==> src/rtl/smbcfg_pkg.sv <==
package smbcfg_pkg;

  typedef enum logic [2:0] {
    S_IDLE, S_ADDR, S_CMD, S_CNT, S_WDATA, S_RCNT, S_RDATA, S_MUTE
  } busState_t;

  // strobes from control to datapath
  typedef struct packed {
    logic loadPtr;
    logic writeByte;
    logic sendCount;
    logic sendData;
    logic sendFill;
  } dpStrobe_t;

  localparam logic [7:0] STATUS_OFS = 8'hF8;
  localparam logic [7:0] CFG_OFS    = 8'h05;
  localparam logic [7:0] CFG3_OFS   = 8'h25;
  localparam logic [7:0] FILL_BYTE  = 8'hFF;

  function automatic logic offsetWritable(input logic [7:0] a);
    return (a < 8'h0C) || (a >= 8'h20 && a <= 8'h2E) ||
           (a >= 8'h30 && a <= 8'hCF) || (a == 8'hF0);
  endfunction

endpackage

==> src/rtl/smbcfg_ctrl.sv <==
module smbcfg_ctrl
  import smbcfg_pkg::*;
#(
  parameter int MAX_BLOCK = 32
) (
  input  logic      clk,
  input  logic      rst,
  input  logic      strapHi,
  input  logic      strapLo,
  input  logic      busStart,
  input  logic      busStop,
  input  logic      rxValid,
  input  logic [7:0] rxByte,
  input  logic      txReq,
  output logic      ackValid,
  output logic      ackBit,
  output dpStrobe_t stb
);
  localparam int CNT_W = $clog2(MAX_BLOCK + 1);
  localparam logic [7:0] MAX_BYTE = 8'(MAX_BLOCK);
  localparam logic [CNT_W-1:0] MAX_CNT = CNT_W'(MAX_BLOCK);

  busState_t state, stateNxt;
  logic [1:0] strapQ;
  logic [6:0] myAddr;
  logic cmdSeen, cmdNxt, ackNow, addrHit;
  logic [CNT_W-1:0] remain, remNxt;

  assign myAddr  = {5'b10001, strapQ};
  assign addrHit = (rxByte[7:1] == myAddr);

  always_comb begin
    stb      = '0;
    stateNxt = state;
    cmdNxt   = cmdSeen;
    remNxt   = remain;
    ackNow   = 1'b0;
    if (busStop) begin
      stateNxt = S_IDLE;
      cmdNxt   = 1'b0;
    end else if (busStart) begin
      stateNxt = S_ADDR;
    end else if (rxValid) begin
      case (state)
        S_ADDR: begin
          if (addrHit && !rxByte[0]) begin
            ackNow = 1'b1; stateNxt = S_CMD;
          end else if (addrHit && cmdSeen) begin
            ackNow = 1'b1; stateNxt = S_RCNT;
          end else begin
            stateNxt = S_MUTE;
          end
        end
        S_CMD: begin
          ackNow = 1'b1; stb.loadPtr = 1'b1; cmdNxt = 1'b1; stateNxt = S_CNT;
        end
        S_CNT: begin
          if (rxByte != 8'd0 && rxByte <= MAX_BYTE) begin
            ackNow = 1'b1; remNxt = rxByte[CNT_W-1:0]; stateNxt = S_WDATA;
          end else begin
            stateNxt = S_MUTE;
          end
        end
        S_WDATA: begin
          if (remain != '0) begin
            ackNow = 1'b1; stb.writeByte = 1'b1; remNxt = remain - 1'b1;
          end else begin
            stateNxt = S_MUTE;
          end
        end
        default: ackNow = 1'b0;
      endcase
    end else if (txReq) begin
      case (state)
        S_RCNT: begin
          stb.sendCount = 1'b1; remNxt = MAX_CNT; stateNxt = S_RDATA;
        end
        S_RDATA: begin
          if (remain != '0) begin
            stb.sendData = 1'b1; remNxt = remain - 1'b1;
          end else begin
            stb.sendFill = 1'b1;
          end
        end
        default: stb.sendFill = 1'b1;
      endcase
    end
  end

  always_ff @(posedge clk) begin
    if (rst) begin
      strapQ   <= {strapHi, strapLo};
      state    <= S_IDLE;
      cmdSeen  <= 1'b0;
      remain   <= '0;
      ackValid <= 1'b0;
      ackBit   <= 1'b0;
    end else begin
      state    <= stateNxt;
      cmdSeen  <= cmdNxt;
      remain   <= remNxt;
      ackValid <= rxValid;
      ackBit   <= rxValid & ackNow;
    end
  end


  remain_bound_chk: assert property (@(posedge clk) disable iff (rst)
    remain <= MAX_CNT);


  ack_follows_rx_chk: assert property (@(posedge clk) disable iff (rst)
    ackValid |-> $past(rxValid));


  read_needs_cmd_chk: assert property (@(posedge clk) disable iff (rst)
    (state == S_RCNT) |-> cmdSeen);

endmodule

==> src/rtl/smbcfg_dp.sv <==
module smbcfg_dp
  import smbcfg_pkg::*;
#(
  parameter int MAX_BLOCK = 32,
  parameter int FUSE_W    = 5
) (
  input  logic              clk,
  input  logic              rst,
  input  dpStrobe_t         stb,
  input  logic [7:0]        rxByte,
  input  logic [FUSE_W-1:0] fuseCfg,
  input  logic [7:0]        regRdData,
  input  logic              restoreDone,
  output logic [7:0]        regRdAddr,
  output logic              regWrEn,
  output logic [7:0]        regWrAddr,
  output logic [7:0]        regWrData,
  output logic              txValid,
  output logic [7:0]        txByte,
  output logic              restoreReq,
  output logic              upstreamEnable
);
  localparam logic [7:0] MAX_BYTE = 8'(MAX_BLOCK);

  logic [7:0] ptr, readView;
  logic cfgActive, softRst;

  assign regRdAddr      = ptr;
  assign restoreReq     = softRst;
  assign upstreamEnable = !cfgActive && !softRst;

  always_comb begin
    case (ptr)
      STATUS_OFS: readView = {6'b0, softRst, cfgActive};
      CFG_OFS:    readView = regRdData | 8'h10;
      CFG3_OFS:   readView = regRdData | 8'(fuseCfg);
      default:    readView = regRdData;
    endcase
  end

  always_ff @(posedge clk) begin
    if (rst) begin
      ptr       <= '0;
      regWrEn   <= 1'b0;
      regWrAddr <= '0;
      regWrData <= '0;
      txValid   <= 1'b0;
      txByte    <= FILL_BYTE;
      cfgActive <= 1'b1;
      softRst   <= 1'b0;
    end else begin
      regWrEn <= 1'b0;
      txValid <= 1'b0;
      if (softRst && restoreDone) softRst <= 1'b0;
      if (stb.loadPtr) ptr <= rxByte;
      if (stb.writeByte) begin
        ptr <= ptr + 8'd1;
        if (ptr == STATUS_OFS) begin
          if (rxByte[1]) begin
            softRst   <= 1'b1;
            cfgActive <= 1'b1;
          end else if (rxByte[0] && !softRst) begin
            cfgActive <= 1'b0;
          end
        end else if (offsetWritable(ptr)) begin
          regWrEn   <= 1'b1;
          regWrAddr <= ptr;
          regWrData <= rxByte;
        end
      end
      if (stb.sendCount) begin
        txValid <= 1'b1; txByte <= MAX_BYTE;
      end
      if (stb.sendData) begin
        txValid <= 1'b1; txByte <= readView; ptr <= ptr + 8'd1;
      end
      if (stb.sendFill) begin
        txValid <= 1'b1; txByte <= FILL_BYTE;
      end
    end
  end


  cfg_clear_chk: assert property (@(posedge clk) disable iff (rst)
    $fell(cfgActive) |-> $past(stb.writeByte && ptr == STATUS_OFS && rxByte[0]));


  restore_release_chk: assert property (@(posedge clk) disable iff (rst)
    $fell(softRst) |-> $past(restoreDone));


  restore_holds_active_chk: assert property (@(posedge clk) disable iff (rst)
    softRst |-> cfgActive);


  ro_write_chk: assert property (@(posedge clk) disable iff (rst)
    regWrEn |-> offsetWritable(regWrAddr));


  tx_follows_req_chk: assert property (@(posedge clk) disable iff (rst)
    txValid |-> $past(stb.sendCount || stb.sendData || stb.sendFill));

endmodule

==> src/rtl/smb_cfg_port.sv <==
module smb_cfg_port
  import smbcfg_pkg::*;
#(
  parameter int MAX_BLOCK = 32,
  parameter int FUSE_W    = 5
) (
  input  logic              clk,
  input  logic              rst,
  input  logic              strapHi,
  input  logic              strapLo,
  input  logic [FUSE_W-1:0] fuseCfg,
  input  logic              busStart,
  input  logic              busStop,
  input  logic              rxValid,
  input  logic [7:0]        rxByte,
  input  logic              txReq,
  output logic              ackValid,
  output logic              ackBit,
  output logic              txValid,
  output logic [7:0]        txByte,
  output logic [7:0]        regRdAddr,
  input  logic [7:0]        regRdData,
  output logic              regWrEn,
  output logic [7:0]        regWrAddr,
  output logic [7:0]        regWrData,
  output logic              restoreReq,
  input  logic              restoreDone,
  output logic              upstreamEnable
);
  dpStrobe_t stb;

  smbcfg_ctrl #(.MAX_BLOCK(MAX_BLOCK)) u_ctrl (
    .clk(clk), .rst(rst), .strapHi(strapHi), .strapLo(strapLo),
    .busStart(busStart), .busStop(busStop), .rxValid(rxValid),
    .rxByte(rxByte), .txReq(txReq), .ackValid(ackValid),
    .ackBit(ackBit), .stb(stb)
  );

  smbcfg_dp #(.MAX_BLOCK(MAX_BLOCK), .FUSE_W(FUSE_W)) u_dp (
    .clk(clk), .rst(rst), .stb(stb), .rxByte(rxByte), .fuseCfg(fuseCfg),
    .regRdData(regRdData), .restoreDone(restoreDone), .regRdAddr(regRdAddr),
    .regWrEn(regWrEn), .regWrAddr(regWrAddr), .regWrData(regWrData),
    .txValid(txValid), .txByte(txByte), .restoreReq(restoreReq),
    .upstreamEnable(upstreamEnable)
  );

endmodule

==> config.mk <==
export PLATFORM = sky130hd
export DESIGN_NAME = smb_cfg_port
export DESIGN_NICKNAME = d
export VERILOG_FILES = /design/src/rtl/smbcfg_pkg.sv /design/src/rtl/smbcfg_ctrl.sv /design/src/rtl/smbcfg_dp.sv /design/src/rtl/smb_cfg_port.sv
export SDC_FILE = /design/constraint.sdc
export NUM_CORES = 1
export LEC_CHECK = 0
export BUFFER_PORTS_ARGS = -buffer_cell sky130_fd_sc_hd__buf_2
export CAP_MARGIN = 10
export CORE_ASPECT_RATIO = 0.75
export CORE_UTILIZATION = 42
export DETAILED_ROUTE_END_ITERATION = 12
export GPL_ROUTABILITY_DRIVEN = 0
export PLACE_DENSITY = 0.65
export SLEW_MARGIN = 20
export SYNTH_ARGS = -nofsm -noshare
export SYNTH_HDL_FRONTEND = slang
export SYNTH_SLANG_ARGS = --single-unit
==> constraint.sdc <==
create_clock -name clk -period 5.4 [get_ports clk]
set_input_delay 0.27 -clock clk [delete_from_list [all_inputs] [get_ports clk]]
set_output_delay 0.27 -clock clk [all_outputs]
set_load 0.005 [all_outputs]
==> metrics.md, run 1 <==
| Metric | Value |
|---|---|
| Synth cell types | `63` |
| Layout cells sized above 1 | `0.222` |
| Io pins | `68` |
| Seq. cell area | `0.00102 mm^2` |
| Initial core utilization | `0.438` |
| Setup TNS | `0 ns` |
| First-pass GRT wire length | `11800 um` |
| Sequential share of the synthesized area | `0.369` |
| Synth warn | `0` |
| Worst slack at placement | `2.87 ns` |
| RSZ-0062 raised after global routing | `false` |
| Multi-input combinational cell area | `0.00162 mm^2` |
| Resize count post-CTS | `0` |
| DR vias | `2701` |
| Top FF cell, synth | `dfxtp_1` |
| N_diodes | `0` |
| Fin nets | `414` |
| 1st-pass router iterations | `5` |
| Placed Area | `0.00313 mm^2` |
| WP data arrival | `2.69 ns` |
| Inserted Clock Buffers | `5` |
| Routed len/inst | `16.4 um` |
| Max_slew headroom | `0.326` |
| H-tree depth | `2` |
| Final Max Slew Viols | `0` |
| Largest area contributor in the netlist | `dfxtp_1` |
| Post-detail-place hpwl | `5340 um` |
| Vias in the first global route | `2224` |
| Synth area leaders | `dfxtp_1 35%, mux2i_1 5.8%, nor2_1 5.2%` |
| Most frequent cell after synthesis | `dfxtp_1` |
| Final Cycle Share | `0.466` |
| Leak Pwr | `1.29 nW` |
| # Max-Cap Violations | `0` |
| Min cycle time layout | `2.52 ns` |
| Die height | `72.3 um` |
| Number of remaining DRC errors | `0` |
| Sink Count | `50` |
| Crit. End Element | `flip-flop` |
| CP Max Fanout | `16` |
| Total routed wirelength | `7520 um` |
| Hold buffer count at CTS | `0` |
| PwrDens | `204 mW/mm^2` |
| Post-CTS Setup Bufs | `0` |
| Crit path max-delay cell type | `nor3_4` |
| Clock Skew | `0.0112 ns` |
| Crit Path Class | `flip-flop to flip-flop` |
| Core footprint | `0.00632 mm^2` |
| Syn Nets | `356` |
| Area delta synth->final | `16.3%` |
| Tot GR Track Use | `0.222` |
| Die Wd | `95.7 um` |
| Fin area | `0.00322 mm^2` |
| Top cells by count, synth | `48 x dfxtp_1, 38 x nor2_1, 23 x nand2_1` |
| Post-synthesis cell area | `0.00277 mm^2` |
| Final hold violations | `0` |
| Worst path cell trace | `nor4b_4 -> o211ai_4 -> nor3_4 -> mux2i_1 -> nor2_1` |
| HP Class | `input port to flip-flop` |
| Max Fclk | `0.397 GHz` |
| Initial antenna violation count | `0` |
| Root buf cell | `clkbuf_8` |
| Worst-Skew Late Latency | `0.31 ns` |
| # fillers | `629` |
| CTS tree | `built` |
| CTS max path bufs | `2` |
| Status | `finished, final reports clean` |
| Yosys reg bits | `50` |
| Ys async rst share | `0` |
| Num rows | `25` |
| EDFF count, synth | `2` |
| Maximum vdd drop | `0.0905 mV` |
| CP peak stage delay | `0.85 ns` |
| Number of port buffers | `67` |
| WP data required | `5.57 ns` |
| Largest net degree at the start of global routing | `43` |
| DIE AREA | `0.00692 mm^2` |
| Tightest Pin Transition | `1.01 ns` |
| Final worst slack | `2.88 ns` |
| Yosys top cell area share | `0.348` |
| Syn Area/Cell | `8.61 um^2` |
| Grt total ovfl | `0` |
| Gate Count Post-Synth | `321` |
| Vias/cell | `5.87` |
| Startpoint types | `flip-flop` |
| Clock slew at reported path FFs | `0.10 ns` |
| Antenna viol nets, final | `0` |
| Final Setup Violations | `0` |
| Drt initial violations | `227` |
==> layer usage <==
| layer | vias to the layer above | global-route usage | routed length, um |
|---|---|---|---|
| li1 | 1313 | - | - |
| met1 | 1245 | 0.359 | 3820 |
| met2 | 130 | 0.281 | 2920 |
| met3 | 13 | 0.0472 | 660 |
| met4 | 0 | 0.0697 | 118 |
| met5 | - | 0 | 0 |
==> worst paths after layout <==
path                                                  endpoint  slack, ns                         start  depth (start not counted)
worst max-delay path            u_dp.regWrData[3]$_SDFFE_PP0P_       2.88  u_ctrl.state[2]$_SDFFE_PP0P_                          5
worst min-delay path                u_ctrl.strapQ[0]$_DFFE_PP_       0.13                       strapLo                          1
worst max register to register  u_dp.regWrData[3]$_SDFFE_PP0P_       2.88  u_ctrl.state[2]$_SDFFE_PP0P_                          5
worst min register to register     u_dp.txByte[4]$_SDFFE_PP1P_       0.48   u_dp.txByte[4]$_SDFFE_PP1P_                          2
==> state kept, by name, indices dropped and copies added, names as in the netlist <==
register	cells
u_dp.cfgActive	1
u_dp.txByte	8
u_ctrl.strapQ	2
u_ctrl.cmdSeen	1
u_dp.restoreReq	1
u_ctrl.ackBit	1
u_ctrl.ackValid	1
u_dp.regWrEn	1
u_dp.regRdAddr	8
u_ctrl.remain	6
u_dp.txValid	1
u_dp.regWrData	8
u_dp.regWrAddr	8
u_ctrl.state	3
==> per-stage QoR <==
step | std cells | hold WS (ns) | power [mW] | utilization
floorplan | 321 | 0.369 | 0.409 | -
global placement | 453 | 0.449 | 0.434 | 0.495
detailed placement | 453 | 0.449 | 0.434 | 0.495
CTS | 460 | 0.121 | 0.661 | 0.509
global route | 460 | 0.110 | 0.681 | 0.509
finish | 460 | 0.126 | 0.657 | 0.509
==> cells by family (layout without fill, tap and decap cells) <==
group,Yosys count,after routing,share of synthesized area
adder cells (fa/ha/maj),5,5,0.0226
multiplexers,18,18,0.0661
flip-flops,50,50,0.369
buffers and inverters,31,89,0.0466
AND/OR/NAND/NOR,120,120,0.234
AO/OA/AOI/OAI,92,92,0.245
XOR/XNOR,5,5,0.0158
==> layout by cell type (no fill, tap or decap), types with 3 or more instances in the layout <==
cell type,n
nor3_1,5
inv_1,15
mux2i_1,16
a21oi_1,20
nand4_1,5
ha_1,5
xnor2_1,3
nand2b_1,6
a211oi_1,5
nand2_1,23
nor2b_1,7
a311oi_1,3
dfxtp_1,48
and3_1,3
o21ai_0,14
clkbuf_8,6
nand3_1,5
a22oi_1,8
o41ai_1,3
a32oi_1,4
buf_2,67
o211ai_1,8
a31oi_1,3
nor4_1,5
nand3b_1,3
nor2_1,38
and4_1,3
==> layout make-up <==
class / count / share of cell area
sequential: 50 / 0.318
timing repair buffer: 67 / 0.104
inverter: 15 / 0.0175
clock buffer: 7 / 0.0268
tap: 81 / 0.0315
multi-input combinational: 240 / 0.502
==> report_power, final <==
| part | switching, mW | internal, mW |
|---|---|---|
| combinational | 0.0313 | 0.0187 |
| clock | 0.129 | 0.102 |
| sequential | 0.00292 | 0.373 |
==> critical path, delay by kind of cell, from the launching register on <==
kind	cells	cell delay (ns)
AO/OA/AOI/OAI	1	0.18
AND/OR/NAND/NOR	3	1.35
flip-flops	1	0.57
multiplexers	1	0.27
Note: power is estimated with default switching activity, not from simulation.
==> run 2, diff against run 1 <==
--- a/config.mk
+++ b/config.mk
@@ -11,7 +11,7 @@
 export CORE_UTILIZATION = 42
 export DETAILED_ROUTE_END_ITERATION = 12
 export GPL_ROUTABILITY_DRIVEN = 0
-export PLACE_DENSITY = 0.65
+export PLACE_DENSITY = 0.68
 export SLEW_MARGIN = 20
 export SYNTH_ARGS = -nofsm -noshare
 export SYNTH_HDL_FRONTEND = slang
==> constraint.sdc (replaced) <==
create_clock -name clk -period 2.3 [get_ports clk]
set_input_delay 0.115 -clock clk [delete_from_list [all_inputs] [get_ports clk]]
set_output_delay 0.115 -clock clk [all_outputs]
set_load 0.005 [all_outputs]
==> run 2 against run 1 <==
Effect of this change:
- non-clock buffer count rose by 23
- maximum frequency rose by 16%
- critical endpoint is now u_ctrl.remain[0]$_SDFFE_PP0P_
- utilization rose by 3.4 points
- critical path depth rose by 3
==> metrics.md, run 2 (synthesis gave the netlist of run 1 again) <==
| Metric | Value |
|---|---|
| CTS tree | `built (unchanged)` |
| Min Hold Slack | `0.0272 ns (was 0.126 ns)` |
| First-pass GRT wire length | `12200 um (was 11800 um)` |
| Tightest Pin Transition | `0.820 ns (was 1.01 ns)` |
| Routed len/inst | `16.0 um (was 16.4 um)` |
| Commonest non-fill, non-tap cells in the layout | `67 x buf_2, 48 x dfxtp_1, 38 x nor2_1 (unchanged)` |
| Layout cells sized above 1 | `0.268 (was 0.222)` |
| Switching Power | `0.390 mW (was 0.163 mW)` |
| Grt total ovfl | `0 (unchanged)` |
| Status | `finished, final reports clean (unchanged)` |
| Clock share of power | `0.368 (was 0.352)` |
| Total routed wirelength | `7770 um (was 7520 um)` |
| Worst path cell trace | `inv_1 -> ha_1 -> or4b_1 -> buf_4 -> nor2_1 -> nand2_1 -> a311o_1 -> o41ai_1 (was nor4b_4 -> o211ai_4 -> nor3_4 -> mux2i_1 -> nor2_1)` |
| Initial antenna violation count | `0 (unchanged)` |
| CP Buf/Inv Count | `2 (was 0)` |
| RR Endpoint | `u_ctrl.remain[0]$_SDFFE_PP0P_ (was u_dp.regWrData[3]$_SDFFE_PP0P_)` |
| Final Cycle Share | `0.942 (was 0.466)` |
| Internal power | `1.20 mW (was 0.494 mW)` |
| Num rows | `25 (unchanged)` |
| Largest net degree at the start of global routing | `43 (unchanged)` |
| HP Class | `input port to flip-flop (unchanged)` |
| Logic pwr share | `0.080 (was 0.076)` |
| Drt initial violations | `196 (was 227)` |
| DR vias | `2778 (was 2701)` |
| 1st-pass router iterations | `5 (unchanged)` |
| FF-to-FF path depth | `8 (was 5)` |
| Fin area | `0.00343 mm^2 (was 0.00322 mm^2)` |
| Final worst slack | `0.133 ns (was 2.88 ns)` |
| Commonest non-fill, non-tap cell in the layout | `buf_2 (unchanged)` |
| Worst-Skew Late Latency | `0.32 ns (was 0.31 ns)` |
| PwrDens | `464 mW/mm^2 (was 204 mW/mm^2)` |
| Seq. cell area | `0.00102 mm^2 (unchanged)` |
| Inserted Clock Buffers | `5 (unchanged)` |
| Clock Skew | `0.0103 ns (was 0.0112 ns)` |
| Top delay family on crit path | `simple AND/OR/NAND/NOR gates (unchanged)` |
| Vias/cell | `5.74 (was 5.87)` |
| Hold path startpoint | `regRdData[7] (was strapLo)` |
| Fin nets | `437 (was 414)` |
| Final hold violations | `0 (unchanged)` |
| RSZ-0062 raised after global routing | `false (unchanged)` |
| Clock slew at reported path FFs | `0.09 ns (was 0.10 ns)` |
| Final Setup Violations | `0 (unchanged)` |
| Seq pwr share | `0.552 (was 0.572)` |
| # fillers | `612 (was 629)` |
| Die height | `72.3 um (unchanged)` |
| CP peak stage delay | `0.53 ns (was 0.85 ns)` |
| CP Max Fanout | `5 (was 16)` |
| Die Wd | `95.7 um (unchanged)` |
| Sw Ratio | `0.245 (was 0.248)` |
| Maximum vdd drop | `0.263 mV (was 0.0905 mV)` |
| Io pins | `68 (unchanged)` |
| Crit. End Element | `flip-flop (unchanged)` |
| Number of port buffers | `67 (unchanged)` |
| Placed Area | `0.00328 mm^2 (was 0.00313 mm^2)` |
| Max_slew headroom | `0.453 (was 0.326)` |
| N_diodes | `0 (unchanged)` |
| Final core utilization | `0.543 (was 0.509)` |
| Initial core utilization | `0.438 (unchanged)` |
| Vias in the first global route | `2496 (was 2224)` |
| Multi-input combinational cell area | `0.00162 mm^2 (about the same)` |
| WHS Path Cells | `3 (was 1)` |
| Tot GR Track Use | `0.229 (was 0.222)` |
| Core footprint | `0.00632 mm^2 (unchanged)` |
| Reg2reg start | `u_ctrl.remain[0]$_SDFFE_PP0P_ (was u_ctrl.state[2]$_SDFFE_PP0P_)` |
| Non-Filler Instances | `484 (was 460)` |
| Leak Pwr | `1.42 nW (was 1.29 nW)` |
| Final Max Slew Viols | `0 (unchanged)` |
| Antenna viol nets, final | `0 (unchanged)` |
| Hold Path Sink | `u_dp.txByte[7]$_SDFFE_PP1P_ (was u_ctrl.strapQ[0]$_DFFE_PP_)` |
| Number of remaining DRC errors | `0 (unchanged)` |
| Area delta synth->final | `24.2% (was 16.3%)` |
| Worst slack at placement | `-0.0374 ns (was 2.87 ns)` |
| Max Fclk | `0.462 GHz (was 0.397 GHz)` |
| Min cycle time layout | `2.17 ns (was 2.52 ns)` |
| # Max-Cap Violations | `0 (unchanged)` |
| Crit path max-delay cell type | `or4b_1 (was nor3_4)` |
| Startpoint types | `flip-flop (unchanged)` |
| Inst Count DP | `473 (was 453)` |
| WP data required | `2.52 ns (was 5.57 ns)` |
| DIE AREA | `0.00692 mm^2 (unchanged)` |
| CTS max path bufs | `2 (unchanged)` |
| WP data arrival | `2.38 ns (was 2.69 ns)` |
| R2r setup slk | `0.13 ns (was 2.88 ns)` |
| Post-detail-place hpwl | `5610 um (was 5340 um)` |
| Crit Path Class | `flip-flop to flip-flop (unchanged)` |
| Root buf cell | `clkbuf_8 (unchanged)` |
| Sink Count | `50 (unchanged)` |
| H-tree depth | `2 (unchanged)` |
==> run 2: cell types whose count changed in the layout (fill, tap and decap cells not counted), sizes merged <==
cell,before,now
buf,67,88
clkinv,0,1
dlygate4sd3,0,2
==> run 2: layer usage <==
layer | part of all wire | track usage | vias to the layer above
li1 | - | - | 1362
met1 | 0.47 | 0.328 | 1304
met2 | 0.44 | 0.351 | 105
met3 | 0.081 | 0.0409 | 7
met4 | 0.0098 | 0.0680 | 0
met5 | 0 | 0 | -
==> run 2: worst max path at each step <==
stage	end	slack [ns]	startpoint	cells after the start
after floorplan	u_dp.txByte[6]$_SDFFE_PP1P_	0.29	u_ctrl.remain[0]$_SDFFE_PP0P_	8
after global placement	u_dp.regWrData[3]$_SDFFE_PP0P_	0.09	u_ctrl.remain[0]$_SDFFE_PP0P_	7
after detailed placement	u_dp.regWrData[6]$_SDFFE_PP0P_	-0.04	u_ctrl.remain[0]$_SDFFE_PP0P_	7
after CTS	u_dp.regWrData[6]$_SDFFE_PP0P_	0.01	u_ctrl.remain[0]$_SDFFE_PP0P_	7
after global routing	u_ctrl.remain[0]$_SDFFE_PP0P_	0.02	u_ctrl.remain[0]$_SDFFE_PP0P_	8
final	u_ctrl.remain[0]$_SDFFE_PP0P_	0.13	u_ctrl.remain[0]$_SDFFE_PP0P_	8
==> run 2: stage by stage <==
stage | power [mW] | TNS, ns
5_1_grt | 1.65 | 0
3_5_place_dp | 1.02 | -0.107
4_1_cts | 1.61 | 0
6_report | 1.59 | 0
3_3_place_gp | 1.02 | 0
2_1_floorplan | 0.961 | 0
==> run 2: worst reg2reg max path, cell delays in order (launching register included) <==
cell and delay [ns]:
dfxtp_1 0.33, inv_1 0.09, ha_1 0.16, or4b_1 0.53, buf_4 0.21, nor2_1 0.26
nand2_1 0.09, a311o_1 0.36, o41ai_1 0.06
==> run 2: power groups by stage <==
stage / clock (mW) / sequential (mW) / combinational [mW]
4_1_cts: 0.600 / 0.880 / 0.126
3_5_place_dp: 0 / 0.900 / 0.122
3_3_place_gp: 0 / 0.900 / 0.121
2_1_floorplan: 0 / 0.900 / 0.0616
6_report: 0.586 / 0.880 / 0.127
5_1_grt: 0.631 / 0.881 / 0.138
==> run 2: area by class of cell <==
cell class | instances | area share
inverter | 15 | 0.0164
clock buffer | 7 | 0.0281
timing repair buffer | 90 | 0.153
sequential | 50 | 0.297
multi-input combinational | 240 | 0.473
clock inverter | 1 | 0.00255
tap | 81 | 0.0295
==> run 2: timing repair <==
| item | CTS | global route |
|---|---|---|
| cloned | 0 | 0 |
| endpoints found under the setup margin | 10 | 26 |
| hold buffers | 2 | 0 |
| buffers inserted | 0 | 1 |
| hold endpoints to repair | 2 | 0 |
| resized for setup | 0 | 2 |
| pin swaps | 1 | 1 |
==> run 3, diff against run 2 <==
--- a/config.mk
+++ b/config.mk
@@ -5,13 +5,15 @@
 export SDC_FILE = /design/constraint.sdc
 export NUM_CORES = 1
 export LEC_CHECK = 0
+export ABC_AREA = 1
 export BUFFER_PORTS_ARGS = -buffer_cell sky130_fd_sc_hd__buf_2
 export CAP_MARGIN = 10
 export CORE_ASPECT_RATIO = 0.75
+export CORE_MARGIN = 4
 export CORE_UTILIZATION = 42
 export DETAILED_ROUTE_END_ITERATION = 12
 export GPL_ROUTABILITY_DRIVEN = 0
-export PLACE_DENSITY = 0.68
+export PLACE_DENSITY = 0.67
 export SLEW_MARGIN = 20
 export SYNTH_ARGS = -nofsm -noshare
 export SYNTH_HDL_FRONTEND = slang
==> run 3 against run 2 <==
Effect of this change:
- sequential share of layout area about the same
- first-iteration DRC count decreased by 18%
- clock skew decreased by 0.0058 ns
- register-to-register slack improved by 0.13 ns
- largest cell class unchanged
- via count increased by 9.6%
- setup slack improved by 0.13 ns
- power increased by 6.2%
- die area increased by 22%
==> metrics.md, run 3 <==
| Metric | Value |
|---|---|
| Initial antenna violation count | `0 (unchanged)` |
| Fin nets | `555 (was 437)` |
| CTS tree | `built (unchanged)` |
| Layout cells sized above 1 | `0.182 (was 0.268)` |
| Placed Area | `0.00329 mm^2 (was 0.00328 mm^2)` |
| Number of port buffers | `67 (unchanged)` |
| R2r setup slk | `0.26 ns (was 0.13 ns)` |
| Yosys reg bits | `50 (unchanged)` |
| Sink Count | `50 (unchanged)` |
| Yosys top cell area share | `0.327 (was 0.348)` |
| Tot GR Track Use | `0.191 (was 0.229)` |
| Most frequent cell after synthesis | `nand2_1 (was dfxtp_1)` |
| Clock Skew | `0.00454 ns (was 0.0103 ns)` |
| Routed len/inst | `13.3 um (was 16.0 um)` |
| Syn Nets | `489 (was 356)` |
| Post-CTS Setup Bufs | `0 (unchanged)` |
| Vias/cell | `5.03 (was 5.74)` |
| Crit path max-delay cell type | `nor2_1 (was or4b_1)` |
| Inserted Clock Buffers | `5 (unchanged)` |
| Die height | `80.4 um (was 72.3 um)` |
| Multi-input combinational cell area | `0.00164 mm^2 (was 0.00162 mm^2)` |
| RSZ-0062 raised after global routing | `false (unchanged)` |
| Setup TNS | `0 ns (unchanged)` |
| Crit. End Element | `flip-flop (unchanged)` |
| Max Fclk | `0.490 GHz (was 0.462 GHz)` |
| Commonest non-fill, non-tap cell in the layout | `nand2_1 (was buf_2)` |
| Synth cell types | `33 (was 63)` |
| Min cycle time layout | `2.04 ns (was 2.17 ns)` |
| Ys async rst share | `0 (unchanged)` |
| N_diodes | `0 (unchanged)` |
| Top FF cell, synth | `dfxtp_1 (unchanged)` |
| Crit Path Class | `flip-flop to flip-flop (unchanged)` |
| Initial core utilization | `0.432 (was 0.438)` |
| EDFF count, synth | `2 (unchanged)` |
| 1st-pass router iterations | `5 (unchanged)` |
| Drt initial violations | `161 (was 196)` |
| Worst path cell trace | `inv_1 -> ha_1 -> nand3_2 -> nand4_2 -> nor2_1 -> nand2_1 -> nand4_1 (was inv_1 -> ha_1 -> or4b_1 -> buf_4 -> nor2_1 -> nand2_1 -> a311o_1 -> o41ai_1)` |
| Io pins | `68 (unchanged)` |
| # fillers | `726 (was 612)` |
| Worst-Skew Late Latency | `0.30 ns (was 0.32 ns)` |
| Largest net degree at the start of global routing | `35 (was 43)` |
| Maximum vdd drop | `0.257 mV (was 0.263 mV)` |
| PwrDens | `493 mW/mm^2 (was 464 mW/mm^2)` |
| WP data required | `2.55 ns (was 2.52 ns)` |
| Core footprint | `0.00680 mm^2 (was 0.00632 mm^2)` |
| Power, Total | `1.69 mW (was 1.59 mW)` |
| Post-synthesis cell area | `0.00294 mm^2 (was 0.00277 mm^2)` |
| HP Class | `input port to flip-flop (unchanged)` |
| Total routed wirelength | `8030 um (was 7770 um)` |
| # Max-Cap Violations | `0 (unchanged)` |
| Global route hottest layer | `met2 (unchanged)` |
| Leak Pwr | `1.70 nW (was 1.42 nW)` |
| Met1 Use GR | `0.276 (was 0.328)` |
| Min Hold Slack | `0.0186 ns (was 0.0272 ns)` |
| Synth warn | `0 (unchanged)` |
| CP Max Fanout | `15 (was 5)` |
| DIE AREA | `0.00841 mm^2 (was 0.00692 mm^2)` |
| WP data arrival | `2.29 ns (was 2.38 ns)` |
| Resize count post-CTS | `0 (unchanged)` |
| Largest area contributor in the netlist | `dfxtp_1 (unchanged)` |
| Final Setup Violations | `0 (unchanged)` |
| Top delay family on crit path | `simple AND/OR/NAND/NOR gates (unchanged)` |
| Post-detail-place hpwl | `6040 um (was 5610 um)` |
| Root buf cell | `clkbuf_8 (unchanged)` |
| Grt total ovfl | `0 (unchanged)` |
| Final Max Slew Viols | `0 (unchanged)` |
| DR vias | `3046 (was 2778)` |
| H-tree depth | `2 (unchanged)` |
| Commonest non-fill, non-tap cells in the layout | `118 x nand2_1, 81 x nor2_1, 67 x buf_2 (was 67 x buf_2, 48 x dfxtp_1, 38 x nor2_1)` |
| Final Cycle Share | `0.887 (was 0.942)` |
| Clock slew at reported path FFs | `0.10 ns (was 0.09 ns)` |
| Startpoint types | `flip-flop (unchanged)` |
| Max_slew headroom | `0.532 (was 0.453)` |
| Number of remaining DRC errors | `0 (unchanged)` |
| Synth area leaders | `dfxtp_1 33%, nand2_1 15%, nor2_1 10% (was dfxtp_1 35%, mux2i_1 5.8%, nor2_1 5.2%)` |
| GR Util met3 | `0.0434 (was 0.0409)` |
| Top cells by count, synth | `118 x nand2_1, 81 x nor2_1, 48 x dfxtp_1 (was 48 x dfxtp_1, 38 x nor2_1, 23 x nand2_1)` |
| CP peak stage delay | `0.43 ns (was 0.53 ns)` |
| Seq. cell area | `0.00102 mm^2 (unchanged)` |
| Num rows | `26 (was 25)` |
| Sequential share of the synthesized area | `0.347 (was 0.369)` |
| Gate Count Post-Synth | `454 (was 321)` |
| Met2 Resource Use GR | `0.295 (was 0.351)` |
| Status | `finished, final reports clean (unchanged)` |
| Vias in the first global route | `2718 (was 2496)` |
| CP Buf/Inv Count | `1 (was 2)` |
| Tightest Pin Transition | `0.701 ns (was 0.820 ns)` |
| Fin area | `0.00343 mm^2 (about the same)` |
| Syn Area/Cell | `6.47 um^2 (was 8.61 um^2)` |
| Final hold violations | `0 (unchanged)` |
| Die Wd | `105 um (was 95.7 um)` |
| Area delta synth->final | `16.7% (was 24.2%)` |
| First-pass GRT wire length | `13200 um (was 12200 um)` |
| Antenna viol nets, final | `0 (unchanged)` |
| CTS max path bufs | `2 (unchanged)` |
[run 3: cell types whose count changed after synthesis, sizes merged, moves of 15 or more]
| cell | change |
|---|---|
| mux2i | -16 |
| nor2 | +48 |
| nand3 | +43 |
| nand2 | +96 |
| inv | +30 |
| a21oi | +15 |
[run 3: logic make-up (layout without fill, tap and decap cells)]
kind of cell | count (synthesis) | in the layout | share of synthesized area
AOI/OAI and AO/OA | 65 | 65 | 0.119
xor gates and xnor gates | 8 | 8 | 0.0238
adders and majority gates | 5 | 5 | 0.0213
buffers and inverters | 59 | 126 | 0.0949
DFF | 50 | 50 | 0.347
and+or+nand+nor | 267 | 267 | 0.393
[run 3: final timing paths]
kind	start	end	cells past startpoint
setup reg to reg	u_ctrl.remain[0]$_SDFFE_PP0P_	u_dp.txByte[3]$_SDFFE_PP1P_	7
hold / removal	regRdData[7]	u_dp.txByte[7]$_SDFFE_PP1P_	3
hold reg to reg	u_dp.txByte[1]$_SDFFE_PP1P_	u_dp.txByte[1]$_SDFFE_PP1P_	2
setup / recovery	u_ctrl.remain[0]$_SDFFE_PP0P_	u_dp.txByte[3]$_SDFFE_PP1P_	7
[run 3: metrics by stage]
| step | utilization | setup WS (ns) | std cells |
|---|---|---|---|
| final | 0.505 | 0.260 | 605 |
| after global routing | 0.505 | 0.0573 | 605 |
| after CTS | 0.505 | 0.270 | 605 |
| after detailed placement | 0.484 | 0.289 | 594 |
| after global placement | 0.484 | 0.428 | 594 |
| after floorplan | - | 0.759 | 454 |
[run 3: report_power, final]
part | leakage (nW) | total [mW] | switching (mW) | internal (mW)
Sequential | 0.407 | 0.888 | 0.00754 | 0.880
Clock | 0.0557 | 0.632 | 0.305 | 0.326
Combinational | 1.23 | 0.172 | 0.110 | 0.0615
[run 3: area by class of cell]
class,count,area share
multi-input cells,345,0.478
flip-flops and latches,50,0.298
repair buffers,73,0.113
inverters,45,0.0492
well taps,84,0.0306
clock buffers,6,0.0212
clock inverters,2,0.0106
[run 3: routing by layer]
| layer | share of wire | up-vias | routed length [um] |
|---|---|---|---|
| met5 | 0 | - | 0 |
| met4 | 0.0064 | 0 | 51 |
| met3 | 0.074 | 6 | 597 |
| met2 | 0.42 | 93 | 3350 |
| met1 | 0.50 | 1356 | 4030 |
| li1 | - | 1591 | - |
[run 3: repair_timing]
item / CTS / global route
hold buffers: 3 / 0
endpoints found under the setup margin: 0 / 0
hold endpoints to repair: 3 / 0
[run 3: worst reg2reg max path, stage by stage, from the launching register on]
cell and delay, ns:
dfxtp_1 0.40, inv_1 0.10, ha_1 0.27, nand3_2 0.19, nand4_2 0.41, nor2_1 0.43
nand2_1 0.09, nand4_1 0.10
